**src/rtl/slc_pkg.sv**
```systemverilog
package slc_pkg;

    typedef enum logic [1:0] {
        MODE_NORMAL  = 2'd0,
        MODE_ADVANCE = 2'd1,
        MODE_RALLY   = 2'd2
    } mode_e;

endpackage

```
**src/rtl/slc_poison_tab.sv**
```systemverilog
module slc_poison_tab #(
    parameter int NREG = 16,
    parameter int NTAG = 4,
    parameter int SEQW = 8
) (
    input  logic                    clk,
    input  logic                    rst_n,
    input  logic [$clog2(NREG)-1:0] rd_a_idx,
    output logic                    rd_a_pend,
    output logic [NTAG-1:0]         rd_a_mask,
    input  logic [$clog2(NREG)-1:0] rd_b_idx,
    output logic                    rd_b_pend,
    output logic [NTAG-1:0]         rd_b_mask,
    input  logic [$clog2(NREG)-1:0] own_idx,
    input  logic [SEQW-1:0]         own_seq,
    output logic                    own_match,
    input  logic                    wr_en,
    input  logic [$clog2(NREG)-1:0] wr_idx,
    input  logic                    wr_pend,
    input  logic [NTAG-1:0]         wr_mask,
    input  logic [SEQW-1:0]         wr_seq,
    input  logic                    clr_en,
    input  logic [$clog2(NREG)-1:0] clr_idx,
    input  logic                    ret_en,
    input  logic [$clog2(NTAG)-1:0] ret_tag
);

    typedef struct packed {
        logic [NREG-1:0]                pend;
        logic [NREG-1:0][NTAG-1:0]      mask;
        logic [NREG-1:0][SEQW-1:0]      owner;
    } tab_t;

    tab_t tab_q, tab_d;

    always_comb begin
        tab_d = tab_q;
        if (ret_en) begin
            for (int r = 0; r < NREG; r++) begin
                tab_d.mask[r][ret_tag] = 1'b0;
            end
        end
        if (clr_en) begin
            tab_d.pend[clr_idx] = 1'b0;
        end
        if (wr_en) begin
            tab_d.pend[wr_idx]  = wr_pend;
            tab_d.mask[wr_idx]  = wr_mask;
            tab_d.owner[wr_idx] = wr_seq;
        end
    end

    always_ff @(posedge clk) begin
        if (!rst_n) begin
            tab_q <= '0;
        end else begin
            tab_q <= tab_d;
        end
    end

    assign rd_a_pend = tab_q.pend[rd_a_idx];
    assign rd_a_mask = tab_q.mask[rd_a_idx];
    assign rd_b_pend = tab_q.pend[rd_b_idx];
    assign rd_b_mask = tab_q.mask[rd_b_idx];
    assign own_match = (tab_q.owner[own_idx] == own_seq);

    // a register cleared by a replay stays non-pending unless rewritten
    AST_CLEAR_HOLDS: assert property (@(posedge clk) disable iff (!rst_n)
        (clr_en && !(wr_en && wr_idx == clr_idx)) |=> !tab_q.pend[$past(clr_idx)]);

endmodule

```
**src/rtl/slc_queue.sv**
```systemverilog
module slc_queue #(
    parameter int DEPTH = 32,
    parameter int EW    = 40,
    parameter int NTAG  = 4
) (
    input  logic                       clk,
    input  logic                       rst_n,
    input  logic                       push,
    input  logic [EW-1:0]              push_data,
    input  logic [NTAG-1:0]            push_mask,
    input  logic                       pop,
    output logic [EW-1:0]              head_data,
    output logic [NTAG-1:0]            head_mask,
    output logic [$clog2(DEPTH+1)-1:0] count,
    output logic                       full,
    output logic                       empty,
    input  logic                       ret_en,
    input  logic [$clog2(NTAG)-1:0]    ret_tag
);

    localparam int AW = $clog2(DEPTH);
    localparam int CW = $clog2(DEPTH+1);

    typedef struct packed {
        logic [DEPTH-1:0][EW-1:0]   data;
        logic [DEPTH-1:0][NTAG-1:0] mask;
        logic [AW-1:0]              head;
        logic [AW-1:0]              tail;
        logic [CW-1:0]              cnt;
    } q_t;

    q_t q_q, q_d;
    logic [NTAG-1:0] pm;

    always_comb begin
        q_d = q_q;
        pm  = push_mask;
        if (ret_en) begin
            pm[ret_tag] = 1'b0;
            for (int i = 0; i < DEPTH; i++) begin
                q_d.mask[i][ret_tag] = 1'b0;
            end
        end
        if (push) begin
            q_d.data[q_q.tail] = push_data;
            q_d.mask[q_q.tail] = pm;
            q_d.tail = (q_q.tail == AW'(DEPTH-1)) ? '0 : q_q.tail + AW'(1);
        end
        if (pop) begin
            q_d.head = (q_q.head == AW'(DEPTH-1)) ? '0 : q_q.head + AW'(1);
        end
        q_d.cnt = q_q.cnt + CW'(push) - CW'(pop);
    end

    always_ff @(posedge clk) begin
        if (!rst_n) begin
            q_q <= '0;
        end else begin
            q_q <= q_d;
        end
    end

    assign head_data = q_q.data[q_q.head];
    assign head_mask = q_q.mask[q_q.head];
    assign count     = q_q.cnt;
    assign full      = (q_q.cnt == CW'(DEPTH));
    assign empty     = (q_q.cnt == '0);

    AST_NO_OVERFLOW: assert property (@(posedge clk) disable iff (!rst_n)
        (push && !pop) |-> !full);
    AST_NO_UNDERFLOW: assert property (@(posedge clk) disable iff (!rst_n)
        pop |-> !empty);

endmodule

```
**src/rtl/slc_rally_ctl.sv**
```systemverilog
module slc_rally_ctl
    import slc_pkg::*;
#(
    parameter int DEPTH = 32,
    parameter int NTAG  = 4
) (
    input  logic                       clk,
    input  logic                       rst_n,
    input  logic                       new_miss,
    input  logic [$clog2(NTAG)-1:0]    new_tag,
    input  logic                       ret_en,
    input  logic [$clog2(NTAG)-1:0]    ret_tag,
    input  logic [$clog2(DEPTH+1)-1:0] q_count,
    output logic                       pass_active,
    output logic                       pass_hold,
    output logic                       ckpt_take,
    output logic                       ckpt_release,
    output mode_e                      mode
);

    localparam int CW = $clog2(DEPTH+1);

    typedef struct packed {
        logic            adv;
        logic            pend_pass;
        logic [CW-1:0]   left;
        logic [NTAG-1:0] outst;
    } ctl_t;

    ctl_t c_q, c_d;
    logic start;

    always_comb begin
        c_d          = c_q;
        pass_active  = (c_q.left != '0);
        pass_hold    = c_q.pend_pass;
        start        = !pass_active && c_q.pend_pass;
        ckpt_take    = new_miss && !c_q.adv;
        ckpt_release = c_q.adv && (q_count == '0) && (c_q.outst == '0) &&
                       !pass_active && !c_q.pend_pass && !new_miss;

        if (new_miss) c_d.outst[new_tag] = 1'b1;
        if (ret_en)   c_d.outst[ret_tag] = 1'b0;

        if (ret_en)     c_d.pend_pass = 1'b1;
        else if (start) c_d.pend_pass = 1'b0;

        if (start)            c_d.left = q_count;
        else if (pass_active) c_d.left = c_q.left - CW'(1);

        if (ckpt_take)         c_d.adv = 1'b1;
        else if (ckpt_release) c_d.adv = 1'b0;

        if (pass_active)   mode = MODE_RALLY;
        else if (c_q.adv)  mode = MODE_ADVANCE;
        else               mode = MODE_NORMAL;
    end

    always_ff @(posedge clk) begin
        if (!rst_n) begin
            c_q <= '0;
        end else begin
            c_q <= c_d;
        end
    end

    AST_CKPT_ENTERS_ADV: assert property (@(posedge clk) disable iff (!rst_n)
        ckpt_take |=> (mode != MODE_NORMAL));
    AST_RELEASE_CLEAN: assert property (@(posedge clk) disable iff (!rst_n)
        ckpt_release |-> (q_count == '0 && c_q.outst == '0));
    AST_RELEASE_NORMAL: assert property (@(posedge clk) disable iff (!rst_n)
        ckpt_release |=> (mode == MODE_NORMAL));

endmodule

```
**src/rtl/slice_defer_ctl.sv**
```systemverilog
module slice_defer_ctl
    import slc_pkg::*;
#(
    parameter int NREG  = 16,
    parameter int NTAG  = 4,
    parameter int DEPTH = 32,
    parameter int DW    = 16,
    parameter int SEQW  = 8
) (
    input  logic                    clk,
    input  logic                    rst_n,
    input  logic                    in_valid,
    output logic                    in_ready,
    input  logic                    in_s0_en,
    input  logic [$clog2(NREG)-1:0] in_s0_idx,
    input  logic [DW-1:0]           in_s0_val,
    input  logic                    in_s1_en,
    input  logic [$clog2(NREG)-1:0] in_s1_idx,
    input  logic [DW-1:0]           in_s1_val,
    input  logic                    in_dst_we,
    input  logic [$clog2(NREG)-1:0] in_dst_idx,
    input  logic                    in_miss,
    input  logic [$clog2(NTAG)-1:0] in_miss_tag,
    input  logic                    ret_valid,
    input  logic [$clog2(NTAG)-1:0] ret_tag,
    output logic                    ex_go,
    output logic                    ex_defer,
    output logic [SEQW-1:0]         ex_seq,
    output logic                    ckpt_take,
    output logic                    ckpt_release,
    output logic [1:0]              mode,
    output logic                    rp_valid,
    output logic [SEQW-1:0]         rp_seq,
    output logic                    rp_dst_we,
    output logic [$clog2(NREG)-1:0] rp_dst_idx,
    output logic                    rp_wr_ok,
    output logic                    rp_op0_cap,
    output logic [DW-1:0]           rp_op0,
    output logic                    rp_op1_cap,
    output logic [DW-1:0]           rp_op1
);

    localparam int RW = $clog2(NREG);
    localparam int CW = $clog2(DEPTH+1);

    typedef struct packed {
        logic [SEQW-1:0] seq;
        logic            dst_we;
        logic [RW-1:0]   dst;
        logic            c0;
        logic [DW-1:0]   op0;
        logic            c1;
        logic [DW-1:0]   op1;
    } entry_t;

    localparam int EW = $bits(entry_t);

    typedef struct packed {
        logic [SEQW-1:0] seq;
    } top_t;

    top_t t_q, t_d;

    logic            a_pend, b_pend, own_match;
    logic [NTAG-1:0] a_mask, b_mask;
    logic            s0p, s1p, poison, accept, block;
    logic [NTAG-1:0] new_mask, miss_bit, head_mask, push_mask;
    entry_t          new_ent, head_ent;
    logic [EW-1:0]   head_raw, push_data;
    logic            push, pop, redefer, q_full, q_empty;
    logic [CW-1:0]   q_count;
    logic            pass_active, pass_hold, new_miss;
    logic            tab_wr, clr_en;
    mode_e           mode_w;

    always_comb begin
        t_d      = t_q;
        s0p      = in_s0_en && a_pend;
        s1p      = in_s1_en && b_pend;
        poison   = s0p || s1p || in_miss;
        block    = q_full || pass_active || pass_hold || ret_valid;
        in_ready = !(poison && block);
        accept   = in_valid && in_ready;
        ex_go    = accept && !poison;
        ex_defer = accept && poison;
        ex_seq   = t_q.seq;
        new_miss = accept && in_miss;

        miss_bit = '0;
        miss_bit[in_miss_tag] = in_miss;
        new_mask = (s0p ? a_mask : '0) | (s1p ? b_mask : '0) | miss_bit;

        new_ent.seq    = t_q.seq;
        new_ent.dst_we = in_dst_we;
        new_ent.dst    = in_dst_idx;
        new_ent.c0     = in_s0_en && !a_pend;
        new_ent.op0    = (in_s0_en && !a_pend) ? in_s0_val : '0;
        new_ent.c1     = in_s1_en && !b_pend;
        new_ent.op1    = (in_s1_en && !b_pend) ? in_s1_val : '0;

        head_ent  = entry_t'(head_raw);
        pop       = pass_active;
        rp_valid  = pass_active && (head_mask == '0);
        redefer   = pass_active && (head_mask != '0);
        push      = ex_defer || redefer;
        push_data = ex_defer ? EW'(new_ent) : head_raw;
        push_mask = ex_defer ? new_mask : head_mask;

        tab_wr    = accept && in_dst_we;
        rp_wr_ok  = rp_valid && head_ent.dst_we && own_match &&
                    !(tab_wr && in_dst_idx == head_ent.dst);
        clr_en    = rp_wr_ok;

        rp_seq     = head_ent.seq;
        rp_dst_we  = head_ent.dst_we;
        rp_dst_idx = head_ent.dst;
        rp_op0_cap = head_ent.c0;
        rp_op0     = head_ent.op0;
        rp_op1_cap = head_ent.c1;
        rp_op1     = head_ent.op1;

        t_d.seq = t_q.seq + SEQW'(accept);
        mode    = mode_w;
    end

    always_ff @(posedge clk) begin
        if (!rst_n) begin
            t_q <= '0;
        end else begin
            t_q <= t_d;
        end
    end

    slc_poison_tab #(.NREG(NREG), .NTAG(NTAG), .SEQW(SEQW)) u_tab (
        .clk       (clk),
        .rst_n     (rst_n),
        .rd_a_idx  (in_s0_idx),
        .rd_a_pend (a_pend),
        .rd_a_mask (a_mask),
        .rd_b_idx  (in_s1_idx),
        .rd_b_pend (b_pend),
        .rd_b_mask (b_mask),
        .own_idx   (head_ent.dst),
        .own_seq   (head_ent.seq),
        .own_match (own_match),
        .wr_en     (tab_wr),
        .wr_idx    (in_dst_idx),
        .wr_pend   (poison),
        .wr_mask   (poison ? new_mask : '0),
        .wr_seq    (t_q.seq),
        .clr_en    (clr_en),
        .clr_idx   (head_ent.dst),
        .ret_en    (ret_valid),
        .ret_tag   (ret_tag)
    );

    slc_queue #(.DEPTH(DEPTH), .EW(EW), .NTAG(NTAG)) u_queue (
        .clk       (clk),
        .rst_n     (rst_n),
        .push      (push),
        .push_data (push_data),
        .push_mask (push_mask),
        .pop       (pop),
        .head_data (head_raw),
        .head_mask (head_mask),
        .count     (q_count),
        .full      (q_full),
        .empty     (q_empty),
        .ret_en    (ret_valid),
        .ret_tag   (ret_tag)
    );

    slc_rally_ctl #(.DEPTH(DEPTH), .NTAG(NTAG)) u_ctl (
        .clk          (clk),
        .rst_n        (rst_n),
        .new_miss     (new_miss),
        .new_tag      (in_miss_tag),
        .ret_en       (ret_valid),
        .ret_tag      (ret_tag),
        .q_count      (q_count),
        .pass_active  (pass_active),
        .pass_hold    (pass_hold),
        .ckpt_take    (ckpt_take),
        .ckpt_release (ckpt_release),
        .mode         (mode_w)
    );

    AST_RALLY_MODE: assert property (@(posedge clk) disable iff (!rst_n)
        rp_valid |-> (mode == 2'd2));
    AST_NO_TAIL_DEFER_IN_PASS: assert property (@(posedge clk) disable iff (!rst_n)
        pass_active |-> !ex_defer);
    AST_REDEFER_KEEPS_COUNT: assert property (@(posedge clk) disable iff (!rst_n)
        redefer |=> (q_count == $past(q_count)));
    AST_REPLAY_NOT_EMPTY: assert property (@(posedge clk) disable iff (!rst_n)
        rp_valid |-> !q_empty);

endmodule

```
**config.mk**
```make
export PLATFORM = sky130hd
export DESIGN_NAME = slice_defer_ctl
export DESIGN_NICKNAME = d
export VERILOG_FILES = /design/src/rtl/slc_pkg.sv /design/src/rtl/slc_poison_tab.sv /design/src/rtl/slc_queue.sv /design/src/rtl/slc_rally_ctl.sv /design/src/rtl/slice_defer_ctl.sv
export SDC_FILE = /design/constraint.sdc
export NUM_CORES = 2
export LEC_CHECK = 0
export BUFFER_PORTS_ARGS = -buffer_cell sky130_fd_sc_hd__buf_2
export CORE_MARGIN = 8
export CORE_UTILIZATION = 62
export CTS_CLUSTER_SIZE = 40
export DETAILED_ROUTE_END_ITERATION = 6
export GPL_TIMING_DRIVEN = 0
export PLACE_DENSITY = 0.82
export SYNTH_ARGS = -nofsm -noshare
export SYNTH_HDL_FRONTEND = slang
export SYNTH_SLANG_ARGS = --single-unit
```
**constraint.sdc**
```tcl
create_clock -name clk -period 10.8 [get_ports clk]
set_input_delay 0 -clock clk [delete_from_list [all_inputs] [get_ports clk]]
set_output_delay 0 -clock clk [all_outputs]
set_load 0.02 [all_outputs]
```
==> flow_summary.json <==
{
  "synth_top_area_cell": "dfxtp_1",
  "setup_viol": 0,
  "preCtsSetupSlack_ns": 3.53,
  "layout_min_cycle_time_ns": 8.03,
  "async_flop_share_pct": 0,
  "cts-buffers-inserted": 186,
  "layout_commonest_cell": "dfxtp_1",
  "rsz0062_at_grt": "no",
  "fp.dieW_um": 378,
  "ioPinCount": 120,
  "root_buffer": "clkbuf_16",
  "portBuffers": 112,
  "cts_tree": "yes",
  "drive_gt1_share_pct": 14.0,
  "grt_start_max_net_pins": 17,
  "maxCapViolations": 4,
  "setup_tns_ns": 0,
  "worstMarginPinSlew_ns": 1.61,
  "cts_sinks": 1876,
  "initial_core_util_pct": 62.2,
  "first_pass_iters": 7,
  "grt-ovfl-total": 0,
  "fin_ws_ns": 2.77,
  "gp_congestion": 1.04,
  "hpwlAfterDp_mm": 235,
  "final_cell_mix": "dfxtp_1 (1876), nor2_1 (1502), a211oi_1 (1220)",
  "grt.total_usage_pct": 43.6,
  "die_height_um": 378,
  "die-area_um2": 143000,
  "synth_cells": 8523,
  "nFillCells": 10005,
  "critPathTopFamily": "buffers and inverters",
  "slew-limit-headroom_pct": -10.4,
  "critPathBufInv": 9,
  "slew_viol_final": 28,
  "cp_slowest_cell": "clkbuf_1",
  "nets": 8954,
  "cts_setup_buffers": 0,
  "violations": "DRC, capacitance limit, slew limit",
  "ys_ff_latch": 1876,
  "grt_pass1_vias": 72919,
  "clk_pin_slew_ns": 0.06,
  "hold_viol": 0,
  "synth_fp_nets": 8600,
  "rows": 133,
  "peakVddDrop_v": 0.000225,
  "area_growth_syn_to_layout_pct": 11.9,
  "post_synth_instance_area_um2": 81400,
  "setup.worst_path.end_class": "flop",
  "grt_pass1_wl_mm": 467,
  "hp-class": "in2reg",
  "yosys.area.top_type_share_pct": 46.1,
  "htreeDepth": 4,
  "synth.area.top_cells": "dfxtp_1 (46%), mux4_2 (14%), a211oi_1 (11%), nor2_1 (6.9%), nand2_1 (4.2%)",
  "vias": 75485,
  "drt_wl_total_mm": 323,
  "path_max_fanout": 10,
  "yosysWarnings": 0,
  "period_share_pct": 74.4,
  "core_area_um2": 131000,
  "drt-initial-drc-count": 11798,
  "crit_type": "reg2reg",
  "synth_seq_area_share_pct": 46.1,
  "cp_common_cell": "buf_2",
  "viasPerCell": 6.99,
  "synth_enable_flop_cells": 0,
  "power_density_nw_per_um2": 225,
  "start_kind": "flop",
  "drt-wirelength-per-cell_um": 29.9,
  "status": "complete, but fails checks",
  "yosys.cell_types.count": 92,
  "fin_worst_skew_ns": 0.0457,
  "clock_latency_ns": 0.87,
  "slowest_delay_ns": 1.15,
  "crit_chain": "buf_2 > buf_6 > buf_2 > buf_2 > buf_2 > buf_2 > clkbuf_1 > buf_1 > mux4_2 > mux4_2 > nand2_1 > nand2_1 > a21oi_1 > buf_2 > a211oi_1",
  "synth_area_per_cell_um2": 9.56,
  "clockBufferDepth": 3,
  "crit_arrival_ns": 8.72,
  "leakage_nw": 29.4,
  "antenna_found_initial": 18,
  "cp.required_ns": 11.48,
  "synthFlopType": "dfxtp_1",
  "remaining_drc_errors": 8,
  "fmax_mhz": 125,
  "ant_nets": 0
}
what timing repair did:
| action | 4_1_cts | 5_1_grt |
|---|---|---|
| endpoints found under the hold margin | 345 | 0 |
| setup endpoints to repair | 0 | 0 |
| hold buffers | 50 | 0 |
| resized for setup | 0 | 0 |
power breakdown:
| group | switching [W] | internal, W | leakage, nW |
|---|---|---|---|
| clock | 0.00292 | 0.00385 | 3.11 |
| sequential | 0.000129 | 0.00715 | 15.1 |
| combinational | 0.00465 | 0.00177 | 11.2 |
final timing paths:
kind	endpoint	slack (ns)	depth (start not counted)	start
worst max-delay path	u_queue.q_q[333]$_SDFFE_PN0P_	2.77	15	u_queue.q_q[12]$_SDFFE_PN0P_
worst min-delay path	u_tab.tab_q[197]$_SDFF_PN0_	0.05	5	in_dst_idx[2]
worst max register to register	u_queue.q_q[333]$_SDFFE_PN0P_	2.77	15	u_queue.q_q[12]$_SDFFE_PN0P_
worst min register to register	u_tab.tab_q[115]$_SDFFE_PN0P_	0.45	2	u_tab.tab_q[115]$_SDFFE_PN0P_
worst min-delay path: stages:
cell	delay, ns
buf_2	0.13
clkbuf_1	0.24
nand3b_1	0.22
or3_1	0.14
a22oi_1	0.08
per-stage QoR:
stage          std cells  hold WS [ns]  total power (W)  util [%]  area, um2
6_report           10792        0.0451           0.0205      69.6      91200
3_5_place_dp       10394         0.350           0.0134      64.4      84300
3_3_place_gp       10390         0.349           0.0133      64.3      84200
5_1_grt            10781        0.0903           0.0208      69.6      91100
2_1_floorplan       8523         0.117           0.0111         -      81400
4_1_cts            10779        0.0148           0.0200      69.6      91100
per-layer routing:
metal / vias up / GRT usage, % / wire length [um]
li1: 31370 / - / -
met1: 35960 / 52.6 / 109000
met2: 6438 / 62.4 / 134000
met3: 1709 / 13.8 / 44000
met4: 8 / 38.8 / 35700
met5: - / 0 / 58
flip-flops by register name (all words and copies together), names as in the netlist:
signal and count:
u_queue.q_q 1642, u_tab.tab_q 208, u_ctl.c_q 11, ex_seq 8
u_queue.count 6, u_ctl.pass_hold 1
cells in the mapped netlist, drive strengths merged, types with 10 or more instances:
master	number
o21ai	27
a31oi	81
nor2	1504
o211ai	10
nand3	216
ha	20
clkbuf	640
o22ai	10
a211oi	1220
and2	16
or2	43
inv	31
dfxtp	1876
mux2	35
a21oi	564
and3	56
buf	314
nor4	18
nand2	920
mux2i	123
nor3	13
mux4	527
a311o	10
xnor2	17
nand4	17
nand2b	98
kinds of logic (layout without fill, tap and decap cells):
family | after synthesis | in the layout | synth area share [%]
AOI/OAI and AO/OA | 1977 | 1977 | 16.5
xor gates and xnor gates | 24 | 24 | 0.258
adders and majority gates | 21 | 21 | 0.332
buffers and inverters | 985 | 1486 | 5.07
DFF | 1876 | 1876 | 46.1
muxes | 685 | 685 | 16.6
other | 0 | 13 | 0
and+or+nand+nor | 2955 | 2955 | 15.1
cell type report:
type | instances | area (um2) | share of cell area [%]
Buffer | 954 | 4020 | 4.41
Inverter | 31 | 119 | 0.130
Clock inverter | 46 | 723 | 0.793
Sequential cell | 1876 | 37600 | 41.2
Tap cell | 1755 | 2200 | 2.41
Multi-Input combinational cell | 5662 | 39800 | 43.6
Clock buffer | 289 | 5610 | 6.16
Antenna cell | 13 | 32.5 | 0.0357
Timing Repair Buffer | 166 | 1110 | 1.22
Note: power is estimated with default switching activity, not from simulation.
